[config.mk]
export PLATFORM = sky130hd
export DESIGN_NAME = usb_frame_timer
export DESIGN_NICKNAME = d
export VERILOG_FILES = /design/src/rtl/frm_pkg.sv /design/src/rtl/frm_remaining.sv /design/src/rtl/frm_number.sv /design/src/rtl/frm_done_delay.sv /design/src/rtl/usb_frame_timer.sv
export SDC_FILE = /design/constraint.sdc
export NUM_CORES = 1
export LEC_CHECK = 0
export ABC_AREA = 1
export ABC_CLOCK_PERIOD_IN_PS = 2040
export BUFFER_PORTS_ARGS = -buffer_cell sky130_fd_sc_hd__buf_2
export CAP_MARGIN = 40
export CELL_PAD_IN_SITES_DETAIL_PLACEMENT = 0
export CELL_PAD_IN_SITES_GLOBAL_PLACEMENT = 1
export CORE_MARGIN = 2
export CORE_UTILIZATION = 34
export CTS_CLUSTER_DIAMETER = 100
export DETAILED_ROUTE_END_ITERATION = 12
export PLACE_DENSITY_LB_ADDON = 0.15
export SLEW_MARGIN = 25
export SYNTH_ARGS = -nofsm -noshare
export SYNTH_HDL_FRONTEND = slang
export SYNTH_SLANG_ARGS = --single-unit
export TNS_END_PERCENT = 10
[constraint.sdc]
create_clock -name clk -period 2.04 [get_ports clk]
set_clock_uncertainty 0.2 [all_clocks]
set_input_delay 0.102 -clock clk [delete_from_list [all_inputs] [get_ports clk]]
set_output_delay 0.102 -clock clk [all_outputs]
set_load 0.005 [all_outputs]
[src/rtl/frm_pkg.sv]
package frm_pkg;
  localparam int FRM_CNT_W     = 14;     // remaining / interval count width
  localparam int FRM_NUM_W     = 16;     // frame number width
  localparam int FRM_DATA_W    = 32;     // register width
  localparam int FRM_TGL_BIT   = 31;     // toggle flag position
  localparam int FRM_DH_LSB    = 4;      // lowest stored done-head bit
  localparam int FRM_DLY_LOAD  = 7;      // delay value after a hand-back
  localparam int FRM_IVL_RESET = 11999;  // 12000 bit times per frame
endpackage

[src/rtl/frm_remaining.sv]
module frm_remaining #(
  parameter int CNT_W     = 14,
  parameter int IVL_RESET = 11999
) (
  input  logic             clk,
  input  logic             rst,
  input  logic             step,
  input  logic             ivl_wr,
  input  logic [CNT_W-1:0] ivl_cnt_in,
  input  logic             ivl_tgl_in,
  input  logic             rem_lo_we,
  input  logic             rem_hi_we,
  input  logic             rem_tgl_we,
  input  logic [CNT_W-1:0] rem_cnt_in,
  input  logic             rem_tgl_in,
  output logic [CNT_W-1:0] cnt,
  output logic             tgl,
  output logic [CNT_W-1:0] ivl_cnt,
  output logic             wrap
);
  localparam int LO_W = (CNT_W < 8) ? CNT_W : 8;

  logic [CNT_W-1:0] cnt_q, nxt_cnt, ivl_cnt_q;
  logic             tgl_q, nxt_tgl, ivl_tgl_q;
  logic             any_wr;

  assign any_wr = rem_lo_we | rem_hi_we | rem_tgl_we;

  always_comb begin
    nxt_cnt = cnt_q;
    nxt_tgl = tgl_q;
    wrap    = 1'b0;
    if (any_wr) begin
      // a software write takes the cycle; the tick is dropped
      for (int i = 0; i < CNT_W; i++) begin
        if (i < LO_W) begin
          if (rem_lo_we) nxt_cnt[i] = rem_cnt_in[i];
        end else begin
          if (rem_hi_we) nxt_cnt[i] = rem_cnt_in[i];
        end
      end
      if (rem_tgl_we) nxt_tgl = rem_tgl_in;
    end else if (step) begin
      if (cnt_q == '0) begin
        nxt_cnt = ivl_cnt_q;
        nxt_tgl = ivl_tgl_q;
        wrap    = 1'b1;
      end else begin
        nxt_cnt = cnt_q - CNT_W'(1);
      end
    end
  end

  always_ff @(posedge clk) begin
    if (rst) begin
      cnt_q     <= '0;
      tgl_q     <= 1'b0;
      ivl_cnt_q <= CNT_W'(IVL_RESET);
      ivl_tgl_q <= 1'b0;
    end else begin
      cnt_q <= nxt_cnt;
      tgl_q <= nxt_tgl;
      if (ivl_wr) begin
        ivl_cnt_q <= ivl_cnt_in;
        ivl_tgl_q <= ivl_tgl_in;
      end
    end
  end

  assign cnt     = cnt_q;
  assign tgl     = tgl_q;
  assign ivl_cnt = ivl_cnt_q;
endmodule

[src/rtl/frm_number.sv]
module frm_number #(
  parameter int FN_W = 16
) (
  input  logic            clk,
  input  logic            rst,
  input  logic            inc,
  output logic [FN_W-1:0] num
);
  always_ff @(posedge clk) begin
    if (rst)      num <= '0;
    else if (inc) num <= num + FN_W'(1);
  end
endmodule

[src/rtl/frm_done_delay.sv]
module frm_done_delay #(
  parameter int DATA_W   = 32,
  parameter int DH_LSB   = 4,
  parameter int DLY_LOAD = 7,
  parameter int DLY_W    = 3
) (
  input  logic                   clk,
  input  logic                   rst,
  input  logic                   eof,
  input  logic                   other_pend,
  input  logic                   dh_wr,
  input  logic [DATA_W-1:DH_LSB] dh_wdata,
  input  logic                   wdh_clr,
  input  logic                   dly_zero,
  output logic [DATA_W-1:0]      done_head,
  output logic [DATA_W-1:0]      done_capt,
  output logic                   wdh_irq,
  output logic [DLY_W-1:0]       dly_cnt
);
  localparam logic [DLY_W-1:0] LOAD_V = DLY_W'(DLY_LOAD);

  logic [DATA_W-1:DH_LSB] dh_q;
  logic [DLY_W-1:0]       dly_q;
  logic                   wdh_q;
  logic                   capture;

  assign capture = eof && (dly_q == '0) && !wdh_q;

  always_ff @(posedge clk) begin
    if (rst) begin
      dh_q      <= '0;
      dly_q     <= '0;
      wdh_q     <= 1'b0;
      done_capt <= '0;
    end else begin
      // head: hand-back clears it and beats a write in the same cycle
      if (capture)    dh_q <= '0;
      else if (dh_wr) dh_q <= dh_wdata;

      if (capture) done_capt <= {dh_q, {(DH_LSB-1){1'b0}}, other_pend};

      if (capture)      wdh_q <= 1'b1;
      else if (wdh_clr) wdh_q <= 1'b0;

      if (dly_zero)     dly_q <= '0;
      else if (capture) dly_q <= LOAD_V;
      else if (eof && (dly_q != '0) && (dly_q != LOAD_V))
        dly_q <= dly_q - DLY_W'(1);
    end
  end

  assign done_head = {dh_q, {DH_LSB{1'b0}}};
  assign wdh_irq   = wdh_q;
  assign dly_cnt   = dly_q;
endmodule

[src/rtl/usb_frame_timer.sv]
module usb_frame_timer
  import frm_pkg::*;
#(
  parameter int CNT_W     = FRM_CNT_W,
  parameter int FN_W      = FRM_NUM_W,
  parameter int DLY_LOAD  = FRM_DLY_LOAD,
  parameter int IVL_RESET = FRM_IVL_RESET,
  localparam int DLY_W    = $clog2(DLY_LOAD + 1)
) (
  input  logic                           clk,
  input  logic                           rst,
  input  logic                           run_en,
  input  logic                           bit_tick,
  input  logic                           ivl_wr,
  input  logic [CNT_W-1:0]               ivl_cnt_in,
  input  logic                           ivl_tgl_in,
  input  logic                           rem_lo_we,
  input  logic                           rem_hi_we,
  input  logic                           rem_tgl_we,
  input  logic [CNT_W-1:0]               rem_cnt_in,
  input  logic                           rem_tgl_in,
  input  logic                           dh_wr,
  input  logic [FRM_DATA_W-1:FRM_DH_LSB] dh_wdata,
  input  logic                           wdh_clr,
  input  logic                           dly_zero,
  input  logic                           irq_other_pend,
  output logic [FN_W-1:0]                frame_num,
  output logic [FRM_DATA_W-1:0]          remaining,
  output logic                           sof_pulse,
  output logic                           eof_pulse,
  output logic                           wdh_irq,
  output logic [FRM_DATA_W-1:0]          done_head,
  output logic [FRM_DATA_W-1:0]          done_capt,
  output logic [DLY_W-1:0]               dly_cnt
);
  localparam int PAD_W = FRM_TGL_BIT - CNT_W;

  logic             step, wrap, rem_tgl;
  logic [CNT_W-1:0] rem_cnt, ivl_cnt;

  assign step = run_en & bit_tick;

  frm_remaining #(.CNT_W(CNT_W), .IVL_RESET(IVL_RESET)) u_rem (
    .clk(clk), .rst(rst), .step(step),
    .ivl_wr(ivl_wr), .ivl_cnt_in(ivl_cnt_in), .ivl_tgl_in(ivl_tgl_in),
    .rem_lo_we(rem_lo_we), .rem_hi_we(rem_hi_we), .rem_tgl_we(rem_tgl_we),
    .rem_cnt_in(rem_cnt_in), .rem_tgl_in(rem_tgl_in),
    .cnt(rem_cnt), .tgl(rem_tgl), .ivl_cnt(ivl_cnt), .wrap(wrap)
  );

  frm_number #(.FN_W(FN_W)) u_num (
    .clk(clk), .rst(rst), .inc(wrap), .num(frame_num)
  );

  frm_done_delay #(
    .DATA_W(FRM_DATA_W), .DH_LSB(FRM_DH_LSB),
    .DLY_LOAD(DLY_LOAD), .DLY_W(DLY_W)
  ) u_dly (
    .clk(clk), .rst(rst), .eof(wrap), .other_pend(irq_other_pend),
    .dh_wr(dh_wr), .dh_wdata(dh_wdata), .wdh_clr(wdh_clr),
    .dly_zero(dly_zero), .done_head(done_head), .done_capt(done_capt),
    .wdh_irq(wdh_irq), .dly_cnt(dly_cnt)
  );

  always_ff @(posedge clk) begin
    if (rst) begin
      eof_pulse <= 1'b0;
      sof_pulse <= 1'b0;
    end else begin
      eof_pulse <= wrap;
      sof_pulse <= eof_pulse;
    end
  end

  assign remaining = {rem_tgl, {PAD_W{1'b0}}, rem_cnt};
endmodule

After elaboration in Yosys (flattened, before gate mapping)
Cells that the tools add are included.
Word-level totals
  word-level logic and storage cells: 67
  bits in registers: 109
  input bits: 70
  output and inout port bits: 118
Operators by class
  bitwise operators: 3
  mux-type cells: 28
  reductions and logical operators: 17
  equal/unequal tests: 4
  add/sub/neg operators: 3
Operators by type and width (number)
  $mux W14: 3
  $mux W1: 23
  $add A16 B1 Y16 const B: 1
  $logic_not A14 Y1: 1
  $sub A14 B1 Y14 const B: 1
  $reduce_bool A2 Y1: 4
  $mux W3: 2
  $ne A2 B2 Y1 const B: 3
  $logic_and A1 B1 Y1: 4
  $reduce_and A2 Y1: 2
  $reduce_or A2 Y1: 2
  $logic_not A3 Y1: 1
  $ne A3 B3 Y1 const B: 1
  $reduce_and A3 Y1: 1
  $reduce_bool A3 Y1: 1
  $sub A3 B1 Y3 const B: 1
  $or A1 B1 Y1: 2
  $and A1 B1 Y1: 1
  $logic_not A1 Y1: 1

Logic depth before layout (Yosys ltp)
Gate-level depths: netlist (run 1).
  word-level depth: 8
  mapped depth: 11
  depth with buffers taken out: 11

By module
Synthesis (run 1) repeated with hierarchy kept, for this count alone.
Second synthesis, totals
  cell total of the unflattened synthesis: 748
  area, all modules: 5333.9 µm²
By module, submodules not included
  frm_done_delay: times used 1, area an instance 2433.6 µm², cells each 297, sequential area each 1221.2 µm²
  frm_remaining: times used 1, area an instance 1851.8 µm², cells each 298, sequential area each 600.6 µm²
  frm_number: times used 1, area an instance 847.1 µm², cells each 126, sequential area each 320.3 µm²
  usb_frame_timer: times used 1, area an instance 201.4 µm², cells each 27, sequential area each 40.0 µm²

Worst setup path before layout (run 1)
No wires, ideal clock.
  path type: register to register
  start point: reg u_dly.dly_q[0], in the netlist u_dly.dly_cnt[0]
  end point: reg u_dly.dly_q[0], in the netlist u_dly.dly_cnt[0]
  data required time: 1.731 ns
  path buffers: 1
  clock period less this slack: 1.821 ns
  setup time: 0.109 ns
  stages on the path, launching flop included: 11
  path slack: 0.219 ns
  arrival: 1.512 ns
  path through: dfxtp_1 -> inv_1 -> ha_1 -> ha_1 -> inv_1 -> nor2_1 -> nand4_4 -> clkbuf_1 -> nand3_1 -> nand2_1 -> inv_1
On the way
  word-level cells in the longest chain between the ends: 4
  elaborated cells on any way between the ends: 11
Ends and longest elaborated chain
  start, declared: RTL line frm_done_delay.sv:23  | logic [DLY_W-1:0] dly_q;
  start signal, assigned: RTL line frm_done_delay.sv:48  | dly_q <= dly_q - DLY_W'(1);
  parallel branches: the longest is 4 deep, another holds $sub A3 B1 Y3
Several ways; the timed one is not identified. The select of a mux whose other input is x is not followed.
A chain may end at the register's enable or synchronous reset.

Worst setup path after layout (run 1)
  start point: in rem_lo_we
  end point: reg u_rem.cnt_q[12], in the netlist u_rem.cnt[12]
On the way
  word-level cells in the longest chain between the ends: 4
  elaborated cells on any way between the ends: 6
Ends and longest elaborated chain
  start, declared: RTL line usb_frame_timer.sv:17  | input logic rem_lo_we,
  $or A1 B1 Y1 * (2 in series): RTL line frm_remaining.sv:27  | assign any_wr = rem_lo_we | rem_hi_we | rem_tgl_we;
  $ne A2 B2 Y1 (no source line) or $reduce_bool A2 Y1 (tied branches)
  $reduce_and A2 Y1 (no source line)
  end signal, assigned: RTL line frm_remaining.sv:61  | cnt_q <= nxt_cnt;
  end, declared: RTL line frm_remaining.sv:23  | logic [CNT_W-1:0] cnt_q, nxt_cnt, ivl_cnt_q;
Every way passes the cells marked *; elsewhere a longest branch is shown, timed or not.

==> out/summary.txt, run 1 <==
Status - finished clean
PwrDens - 628 mW/mm^2
Routability congestion estimate - 0.791
Final WS setup - 0.133 ns
Grt total ovfl - 0
Vias in the first global route - 5123
CP Buf/Inv Count - 4
Slowest CP cell - dlygate4sd3_1
Multiplexer share of the synthesized area - 0%
Share of post-route cells with drive strength above 1 - 23.8%
CP startpoint kind - input port
Initial antenna violation count - 0
Worst path cell trace - dlygate4sd3_1 > buf_2 > nor2_2 > nand2_2 > nor2_4 > inv_1 > nand2_1 > inv_1 > a21oi_1 > a21oi_1
I/O pins - 188
Clk sink count - 109
CTS root buf - clkbuf_16
Crit path kind - input port to flop
Worst Path Arrival - 1.95 ns
Filler cell count - 1565
Netlist cell types - 34
CP required - 2.08 ns
Via count - 5395
Dpl hpwl - 10900 microns
Sequential share of the synthesized area - 42.2%
Synth Warn # - 0
CTS tree - done
CP top delay family - buffers and inverters
Number of synthesized register bits - 109
Largest net degree at the start of global routing - 31
Slowest cell delay on critical path - 0.54 ns
Post-Syn Instances - 743
Initial core utilization - 34.4%
Max VDD drop - 0.000523 V
Core Box Area - 0.0150 sq mm
Die Ht - 127 microns
Maximum clock insertion buffer count - 2
Final WL - 15400 microns
Final hold slack - 0.0155 ns
DRC - 0
Post-synthesis simple-gate area fraction - 30.9%
Vias/cell - 4.56
TritonRoute pass-1 iters - 5
Crit. End Element - flop
Synth Area in Compound Gates - 12.3%
DR WL/cell - 13.0 microns
Post-Synth XOR/XNOR Area - 1.52%
Die area - 0.0162 sq mm
Nets@finish - 1068
Fin. max-slew vios - 0
Largest family of logic cells by synthesized area - simple AND/OR/NAND/NOR gates
Latest clock arrival within the worst-skew pair - 0.35 ns
RSZ-0062 raised after global routing - yes
Postcts setup bufs - 0
Antenna cells - 0
Setup-failing EPs final - 0
Fmax achieved - 524 MHz
Post-DRT Antenna Nets - 0
Clk pin slew, worst setup/hold paths - 0.07 ns
# port buffers - 163
Period utilization - 93.5%
Max-cap violations - 0
Final hold vios - 0
Static Leak - 3.59 nW
Layout area overhead - 41.5%
DP Worst Slack - 0.131 ns
Synth Area in Adders - 1.45%
Initial DRC count - 259
Htree depth - 3
GRT Total Usage - 18.8%
Commonest non-fill, non-tap cell in the layout - buf_2
Num rows - 45
Mapped Area - 0.00517 sq mm
Min Tclk post-route - 1.91 ns
Die X-Extent - 127 microns
Most frequent cells in the layout - buf_2, nor2_1, nand2_1
Global-route wire length before repair - 24500 microns
Max FO, Critical Path - 7
Syn_area_per_cell - 6.96 sq um
CTS Buf Count - 9
Hold Path Class - input port to flop
[cell usage after synthesis]
master | n | area [sq um]
xnor2_1 | 1 | 8.76
nand3_1 | 40 | 200
nor2_4 | 1 | 11.3
nand2_1 | 136 | 510
buf_2 | 4 | 20.0
o211ai_1 | 3 | 22.5
nor2_8 | 1 | 20.0
ha_1 | 6 | 75.1
o21a_1 | 1 | 7.51
or2_2 | 1 | 6.26
o21ai_1 | 1 | 5.00
nor2_2 | 3 | 18.8
nand4_4 | 1 | 21.3
conb_1 | 1 | 3.75
nor2_1 | 141 | 529
nor3_2 | 10 | 100
o21ai_0 | 39 | 195
a21boi_0 | 1 | 7.51
nand4_1 | 6 | 37.5
inv_2 | 3 | 11.3
nand2_2 | 3 | 18.8
buf_4 | 26 | 195
dfxtp_1 | 109 | 2180
buf_6 | 2 | 22.5
o21bai_1 | 1 | 7.51
xor2_1 | 8 | 70.1
inv_1 | 70 | 263
or2_0 | 1 | 6.26
nor3_1 | 16 | 80.1
clkinv_1 | 1 | 3.75
a21oi_1 | 78 | 390
buf_1 | 2 | 7.51
clkbuf_1 | 21 | 78.8
nand3b_1 | 5 | 37.5
[metal layers]
| metal | routed length (microns) | up-vias | track usage (%) |
|---|---|---|---|
| met4 | 172 | 0 | 4.78 |
| met5 | 0 | - | 0 |
| met1 | 7170 | 2418 | 24.1 |
| li1 | - | 2819 | - |
| met2 | 7100 | 147 | 30.7 |
| met3 | 952 | 11 | 5.82 |
[state kept, by name, summed over array words and instances, names as in the netlist]
signal	count
u_dly.dly_cnt	3
sof_pulse	1
u_rem.tgl	1
u_dly.done_capt	29
u_dly.dh_q	28
u_rem.ivl_cnt	14
u_dly.wdh_irq	1
u_num.num	16
eof_pulse	1
u_rem.ivl_tgl_q	1
u_rem.cnt	14
[power breakdown]
part           internal (mW)  switching (mW)
Clock                  0.832           0.798
Sequential              2.20          0.0504
Combinational          0.341           0.371
[timing repair]
action	4_1_cts	5_1_grt
endpoints found under the hold margin	73	0
setup endpoints to repair	0	48
resized for setup	0	14
hold buffers	76	0
[per-stage QoR]
| stage | instance area (sq um) | cells | power (mW) | utilization [%] | setup TNS, ns |
|---|---|---|---|---|---|
| after global placement | 6230 | 1092 | 2.88 | 41.4 | 0 |
| after CTS | 7250 | 1183 | 4.66 | 48.2 | 0 |
| after global routing | 7320 | 1184 | 4.83 | 48.7 | -0.0168 |
| final | 7320 | 1184 | 4.60 | 48.7 | 0 |
| after detailed placement | 6230 | 1092 | 2.89 | 41.4 | 0 |
| after floorplan | 5260 | 766 | 2.66 | - | 0 |
[worst paths after layout]
check	start	endpoint	slack [ns]	depth (start not counted)
hold / removal	dh_wr	u_dly.dh_q[11]$_SDFFE_PP0P_	0.02	3
hold reg to reg	eof_pulse$_SDFF_PP0_	sof_pulse$_SDFF_PP0_	0.23	2
setup reg to reg	u_dly.dly_cnt[0]$_SDFFE_PP0P_	u_dly.done_capt[24]$_SDFFE_PP0P_	0.17	10
setup / recovery	rem_lo_we	u_rem.cnt[12]$_SDFFE_PP0P_	0.13	10
[final cells by class]
type / instances / area [sq um] / area share [%]
clock inverters: 4 / 32.5 / 0.444
flip-flops and latches: 109 / 2180 / 29.8
repair buffers: 270 / 1850 / 25.3
inverters: 74 / 280 / 3.83
clock buffers: 11 / 233 / 3.18
multi-input cells: 528 / 2500 / 34.2
well taps: 188 / 235 / 3.21
[cells by family after synthesis]
kind of cell	count (synthesis)
AND/OR/NAND/NOR	365
buffers and inverters	129
AO/OA/AOI/OAI	124
flip-flops	109
XOR/XNOR	9
adder cells (fa/ha/maj)	6
other	1
[worst min-delay path: cells and delay by family]
| family | cells | cell delay (ns) |
|---|---|---|
| AO/OA/AOI/OAI | 1 | 0.16 |
| AND/OR/NAND/NOR | 1 | 0.05 |
| buffers and inverters | 1 | 0.21 |
(Power assumes the default switching activity.)
==> run 2, diff against run 1 <==
--- a/config.mk
+++ b/config.mk
@@ -5,17 +5,16 @@
 export SDC_FILE = /design/constraint.sdc
 export NUM_CORES = 1
 export LEC_CHECK = 0
-export ABC_AREA = 1
 export ABC_CLOCK_PERIOD_IN_PS = 2040
 export BUFFER_PORTS_ARGS = -buffer_cell sky130_fd_sc_hd__buf_2
 export CAP_MARGIN = 40
 export CELL_PAD_IN_SITES_DETAIL_PLACEMENT = 0
 export CELL_PAD_IN_SITES_GLOBAL_PLACEMENT = 1
 export CORE_MARGIN = 2
-export CORE_UTILIZATION = 34
+export CORE_UTILIZATION = 36
 export CTS_CLUSTER_DIAMETER = 100
 export DETAILED_ROUTE_END_ITERATION = 12
-export PLACE_DENSITY_LB_ADDON = 0.15
+export PLACE_DENSITY = 0.9
 export SLEW_MARGIN = 25
 export SYNTH_ARGS = -nofsm -noshare
 export SYNTH_HDL_FRONTEND = slang
==> run 2 against run 1 <==
Effect of this change: the flow now finishes with violations (negative setup slack); synthesized cell count fell by 20%; sequential power barely moved; clock-buffer cell count fell by 1; area after synthesis barely moved; combinational power rose by 29%; largest cell class unchanged.
==> out/summary.txt, run 2 <==
Status - complete, but fails checks
Violated checks - negative setup slack
R2r endpoint - u_num.num[13]$_SDFFE_PP0P_
RSZ-0062 raised after global routing - yes
Via count - 5473 (+1.4%)
Number of synthesized register bits - 109 (unchanged)
CTS tree - done
Yosys top cell area share - 42.1% (about the same)
Final WS setup - -0.0968 ns (-0.230 ns)
Final Power - 4.87 mW (+6.0%)
Period utilization - 105% (+11 points)
Initial antenna violation count - 0 (unchanged)
Largest net degree at the start of global routing - 36 (+16%)
Syn_area_per_cell - 8.70 sq um (+25%)
Most frequent cells in the layout - buf_2, dfxtp_1, dlygate4sd3_1
CTS Buf Count - 9 (unchanged)
Commonest cells post-synth - dfxtp_1, nor2_1, mux2i_1
Synth top area cells - dfxtp_1, mux2i_1, nand4_1, a21oi_1, buf_4
Crit path from - u_rem.cnt[11]$_SDFFE_PP0P_
Static Leak - 3.39 nW (-5.7%)
Post-DRT Antenna Nets - 0 (unchanged)
Fin. max-slew vios - 0 (unchanged)
Vias/cell - 5.29 (+16%)
Fmax achieved - 468 MHz (-11%)
Grt total ovfl - 0 (unchanged)
DR WL/cell - 16.2 microns (+25%)
Share of post-route cells with drive strength above 1 - 34.4% (+11 points)
Layout area overhead - 46.8%
Dpl hpwl - 11400 microns (+4.6%)
Crit. End Element - flop
Hold Path Depth - 4 (+1)
# port buffers - 163 (unchanged)
DRC - 0 (unchanged)
CTS root buf - clkbuf_16
Worst Path Arrival - 2.18 ns (+0.23 ns)
Hold Path Class - input port to flop
Filler cell count - 1265 (-19%)
CP startpoint kind - flop
Initial DRC count - 276 (+6.6%)
TritonRoute pass-1 iters - 4 (-1)
CP required - 2.08 ns (about the same)
Vias in the first global route - 5090 (-0.64%)
Max reg flops - 29 (unchanged)
Initial core utilization - 37.0% (+2.6 points)
Num rows - 43 (-4.4%)
Ys async rst share - 0% (unchanged)
Latest clock arrival within the worst-skew pair - 0.35 ns (about the same)
Core Box Area - 0.0140 sq mm (-6.9%)
Largest regs - u_dly.done_capt: 29 flops, u_dly.dh_q: 28 flops, u_num.num: 16 flops
Commonest non-fill, non-tap cell in the layout - buf_2
Die area - 0.0154 sq mm (-5.3%)
Max VDD drop - 0.000393 V (-25%)
Reg2Reg Depth - 4 (-6)
Final Util - 54.3% (+5.6 points)
Main synth FF type - dfxtp_1
Max-cap violations - 0 (unchanged)
Post-Syn Instances - 595 (-20%)
Routability congestion estimate - 0.936 (+18%)
GRT Total Usage - 21.8% (+3.1 points)
Min Tclk post-route - 2.14 ns (+0.230 ns)
Synth Warn # - 0 (unchanged)
Antenna cells - 0 (unchanged)
Die X-Extent - 124 microns (-2.7%)
PwrDens - 641 mW/mm^2 (+2.1%)
Setup TNS - -0.172 ns (-0.172 ns)
Cell taking the most area after synthesis - dfxtp_1
Final WL - 16800 microns (+9.1%)
Most common cell in the netlist - dfxtp_1
Reg with most FFs - u_dly.done_capt
Sequential share of the synthesized area - 42.1% (about the same)
Crit path kind - flop to flop
Nets@finish - 926 (-13%)
Worst Hold End - u_rem.cnt[3]$_SDFFE_PP0P_
Number of synthesized flops with an enable pin - 0 (unchanged)
Global-route wire length before repair - 26400 microns (+7.5%)
R2r setup slk - -0.1 ns (-0.27 ns)
I/O pins - 188 (unchanged)
Worst r2r src - u_rem.cnt[11]$_SDFFE_PP0P_
Maximum clock insertion buffer count - 2 (unchanged)
Mapped Area - 0.00518 sq mm (about the same)
Die Ht - 124 microns (-2.7%)
Netlist cell types - 56 (+65%)
Final hold vios - 0 (unchanged)
Clk sink count - 109 (unchanged)
Clk pin slew, worst setup/hold paths - 0.07 ns (about the same)
Hold wc startpoint - rem_lo_we
Max FO, Critical Path - 4 (-3)
Setup-failing EPs final - 4 (+4)
Htree depth - 3 (unchanged)
-- run 2: cell count changes in the layout (fill, tap and decap cells not counted), moves of 16 or more --
cell / previous run / this run
nand4_1: 6 / 39
a21oi_1: 78 / 44
buf_4: 25 / 59
nand3_1: 39 / 11
o21ai_0: 39 / 23
nor2_1: 139 / 50
nand2_1: 134 / 31
inv_1: 69 / 12
mux2i_1: 0 / 46
-- run 2: area by class of cell --
cell class                 instances  area, sq um  share of cell area, %
clock buffer                      10          239                   3.14
clock inverter                     6         46.3                  0.609
inverter                          16         60.1                  0.790
multi-input combinational        418         2780                   36.5
sequential                       109         2190                   28.8
tap                              180          225                   2.96
timing repair buffer             296         2070                   27.2
-- run 2: through the flow --
| stage | cell area, sq um | cells | setup WS (ns) | hold WS, ns |
|---|---|---|---|---|
| final | 7600 | 1035 | -0.0968 | 0.0578 |
| after global routing | 7600 | 1035 | -0.116 | 0.0675 |
| after CTS | 7490 | 1034 | -0.0923 | 0.0329 |
| after detailed placement | 6550 | 954 | -0.188 | 0.129 |
| after global placement | 6550 | 954 | -0.168 | 0.116 |
| after floorplan | 5360 | 618 | -0.168 | 0.0301 |
-- run 2: where the power goes --
part	leakage, nW	internal (mW)	total [mW]	switching (mW)
Sequential	0.892	2.20	2.25	0.0541
Combinational	2.36	0.456	0.919	0.463
Clock	0.135	0.872	1.70	0.825
Total	3.39	3.53	4.87	1.34
-- run 2: metal layers --
metal  track usage, %  share of wire (%)
met1             29.3                 44
met2             35.0                 47
met3             3.66                5.5
met4             8.71                2.8
met5                0                  0
-- run 2: what timing repair did --
action | CTS | global route
buffers inserted | 1 | 1
endpoints found under the hold margin | 67 | 0
hold buffers | 63 | 0
pin swaps | 1 | 2
endpoints found under the setup margin | 64 | 76
gates resized for setup | 6 | 35
-- run 2: worst max-delay path by stage --
stage,endpoint,slack [ns],cells after the start
finish,u_num.num[13]$_SDFFE_PP0P_,-0.1,4
global route,u_num.num[13]$_SDFFE_PP0P_,-0.12,4
CTS,u_num.num[13]$_SDFFE_PP0P_,-0.09,4
detailed placement,u_num.num[13]$_SDFFE_PP0P_,-0.19,5
global placement,u_num.num[13]$_SDFFE_PP0P_,-0.17,5
floorplan,u_num.num[13]$_SDFFE_PP0P_,-0.17,5
-- run 2: logic make-up after synthesis --
family | Yosys count | share of synthesized area, %
AO/OA/AOI/OAI | 142 | 17.4
XOR/XNOR | 6 | 1.01
adder cells (fa/ha/maj) | 6 | 1.45
buffers and inverters | 91 | 8.75
flip-flops | 109 | 42.1
multiplexers | 52 | 10.2
other | 1 | 0.0724
AND/OR/NAND/NOR | 188 | 19.0
-- run 2: worst max-delay path: stages (launching register included) --
cell	delay, ns
dfxtp_2	0.33
or3_4	0.39
or4_4	0.47
nor4_4	0.30
mux2_2	0.35
==> run 3, diff against run 2 <==
--- a/config.mk
+++ b/config.mk
@@ -5,16 +5,18 @@
 export SDC_FILE = /design/constraint.sdc
 export NUM_CORES = 1
 export LEC_CHECK = 0
+export ABC_AREA = 1
 export ABC_CLOCK_PERIOD_IN_PS = 2040
-export BUFFER_PORTS_ARGS = -buffer_cell sky130_fd_sc_hd__buf_2
 export CAP_MARGIN = 40
 export CELL_PAD_IN_SITES_DETAIL_PLACEMENT = 0
 export CELL_PAD_IN_SITES_GLOBAL_PLACEMENT = 1
 export CORE_MARGIN = 2
-export CORE_UTILIZATION = 36
+export CORE_UTILIZATION = 43
 export CTS_CLUSTER_DIAMETER = 100
+export CTS_CLUSTER_SIZE = 24
 export DETAILED_ROUTE_END_ITERATION = 12
-export PLACE_DENSITY = 0.9
+export DONT_BUFFER_PORTS = 1
+export PLACE_DENSITY = 0.88
 export SLEW_MARGIN = 25
 export SYNTH_ARGS = -nofsm -noshare
 export SYNTH_HDL_FRONTEND = slang
==> run 3 against run 2 <==
Effect of this change: the run ends with negative hold slack left; wire length is 14% lower; sequential power is essentially flat; first-iteration DRC count is 8.7% lower; critical path type is now input port to flop.
==> out/summary.txt, run 3 (synthesis gave the netlist of run 1 again) <==
Status - complete, but fails checks
Violated checks - negative hold slack
Setup-failing EPs final - 0 (-4)
Reg with most FFs - u_dly.done_capt
Final hold slack - -0.0237 ns (-0.0815 ns)
Nets@finish - 926 (unchanged)
R2r endpoint - u_rem.tgl$_SDFFE_PP0P_
R2r setup slk - 0.15 ns (+0.24 ns)
Die X-Extent - 114 microns (-8.2%)
Worst slew pin tran - 0.550 ns
Max reg flops - 29 (unchanged)
Vias/cell - 4.96 (-6.2%)
Crit path kind - input port to flop
CTS Buf Count - 9 (unchanged)
Max FO, Critical Path - 7 (+3)
Initial core utilization - 43.6% (+6.6 points)
Layout area overhead - 29.3%
DP Cell Count - 888 (-6.9%)
Htree depth - 3 (unchanged)
DP Worst Slack - -0.00383 ns (+0.184 ns)
TritonRoute pass-1 iters - 7 (+3)
Fmax achieved - 528 MHz (+13%)
Most frequent cells in the layout - nor2_1, nand2_1, dfxtp_1
Final Util - 56.4% (+2.1 points)
Num rows - 40 (-7.0%)
CTS root buf - clkbuf_16
Final hold vios - 2 (+2)
Static Leak - 2.90 nW (-14%)
Hold Path Depth - 4 (unchanged)
CP startpoint kind - input port
# port buffers - 0 (-100%)
Maximum clock insertion buffer count - 2 (unchanged)
Fin cells - 1002 (-3.2%)
Dpl hpwl - 9610 microns (-16%)
Clk pin slew, worst setup/hold paths - 0.07 ns (about the same)
Clk sink count - 109 (unchanged)
Post-Layout Inst Area - 0.00669 sq mm (-12%)
Crit. End Element - flop
Latest clock arrival within the worst-skew pair - 0.35 ns (about the same)
Largest net degree at the start of global routing - 48 (+33%)
Global-route wire length before repair - 23100 microns (-12%)
GRT Total Usage - 22.3% (+0.49 points)
Initial DRC count - 252 (-8.7%)
DR WL/cell - 14.3 microns (-12%)
Hold Path Class - input port to flop
Share of post-route cells with drive strength above 1 - 9.01% (-25 points)
Setup TNS - 0 ns (+0.172 ns)
Via count - 4968 (-9.2%)
Initial antenna violation count - 0 (unchanged)
CTS tree - done
Commonest non-fill, non-tap cell in the layout - nor2_1
Worst r2r src - u_rem.cnt[8]$_SDFFE_PP0P_
Post-DRT Antenna Nets - 0 (unchanged)
Period utilization - 92.9% (-12 points)
DRC - 0 (unchanged)
Vias in the first global route - 4855 (-4.6%)
Hold wc startpoint - bit_tick
RSZ-0062 raised after global routing - no
Fin. max-slew vios - 0 (unchanged)
Worst Path Arrival - 1.93 ns (-0.25 ns)
Max-cap violations - 0 (unchanged)
Final WS setup - 0.146 ns (+0.243 ns)
Die Ht - 114 microns (-8.2%)
Core Box Area - 0.0119 sq mm (-15%)
Max VDD drop - 0.000425 V (+8.2%)
Antenna cells - 0 (unchanged)
Largest regs - u_dly.done_capt: 29 flops, u_dly.dh_q: 28 flops, u_num.num: 16 flops
Total placed instance area - 0.00538 sq mm (-18%)
CP required - 2.08 ns (about the same)
FF+latch area - 0.00218 sq mm (-0.23%)
Final WL - 14400 microns (-14%)
Worst Hold End - eof_pulse$_SDFF_PP0_
Footprint of the multi-input gates - 0.00249 sq mm (-10%)
I/O pins - 188 (unchanged)
PwrDens - 691 mW/mm^2 (+7.8%)
Reg2Reg Depth - 8 (+4)
Filler cell count - 1082 (-14%)
Final Power - 4.62 mW (-5.1%)
Routability congestion estimate - 0.819 (-12%)
Die area - 0.0129 sq mm (-16%)
Grt total ovfl - 0 (unchanged)
Rel. slew slack - 63.2%
Min Tclk post-route - 1.89 ns (-0.243 ns)
## run 3: cell count changes in the layout (fill, tap and decap cells not counted), sizes merged, moves of 29 or more
cell / delta
dlygate4sd3: +31
nand3: +29
nand4: -32
nor2: +96
mux2i: -46
buf: -199
inv: +57
a21oi: +33
nand2: +108
## run 3: cell type report
type / instances / share of cell area (%)
multi-input cells: 528 / 37.2
flip-flops and latches: 109 / 32.6
repair buffers: 128 / 18.8
inverters: 74 / 4.23
clock buffers: 11 / 3.78
well taps: 147 / 2.75
clock inverters: 5 / 0.617
## run 3: where the power goes
| group | internal (mW) | leakage, nW | total, mW | switching (mW) |
|---|---|---|---|---|
| sequential | 2.20 | 0.892 | 2.26 | 0.0582 |
| clock | 0.907 | 0.139 | 1.72 | 0.815 |
| combinational | 0.300 | 1.87 | 0.641 | 0.340 |
| total | 3.41 | 2.90 | 4.62 | 1.21 |
## run 3: timing repair
action,CTS,global route
setup buffers,0,2
resized for setup,1,5
hold buffers,95,1
pin swaps,0,1
endpoints found under the hold margin,103,1
setup endpoints to repair,3,67
## run 3: metal layers
metal  part of all wire [%]  vias to the layer above  global-route usage, %
met3                    6.6                       18                   5.53
met2                     50                      148                   39.8
met5                      0                        -                      0
met1                     42                     2269                   25.7
li1                       -                     2533                      -
met4                    2.0                        0                   8.86
## run 3: critical path: stages
cell           delay (ns)
dlygate4sd3_1        0.57
nor2_2               0.13
nand2_2              0.08
nor2_2               0.26
inv_1                0.11
nand2_1              0.20
inv_1                0.14
a21oi_1              0.22
a21oi_1              0.10
## run 3: worst max-delay path by stage
| stage | start | to | slack [ns] | cells after the start |
|---|---|---|---|---|
| floorplan | u_dly.dly_cnt[0]$_SDFFE_PP0P_ | u_dly.dly_cnt[0]$_SDFFE_PP0P_ | 0.22 | 10 |
| global placement | u_dly.dly_cnt[1]$_SDFFE_PP0P_ | u_dly.done_capt[30]$_SDFFE_PP0P_ | 0.10 | 10 |
| detailed placement | u_dly.dly_cnt[1]$_SDFFE_PP0P_ | u_dly.done_capt[7]$_SDFFE_PP0P_ | -0.004 | 10 |
| CTS | u_dly.dly_cnt[1]$_SDFFE_PP0P_ | u_dly.done_capt[4]$_SDFFE_PP0P_ | 0.02 | 10 |
| global route | u_rem.cnt[8]$_SDFFE_PP0P_ | u_rem.tgl$_SDFFE_PP0P_ | 0.005 | 8 |
| finish | rem_hi_we | u_rem.cnt[12]$_SDFFE_PP0P_ | 0.15 | 9 |
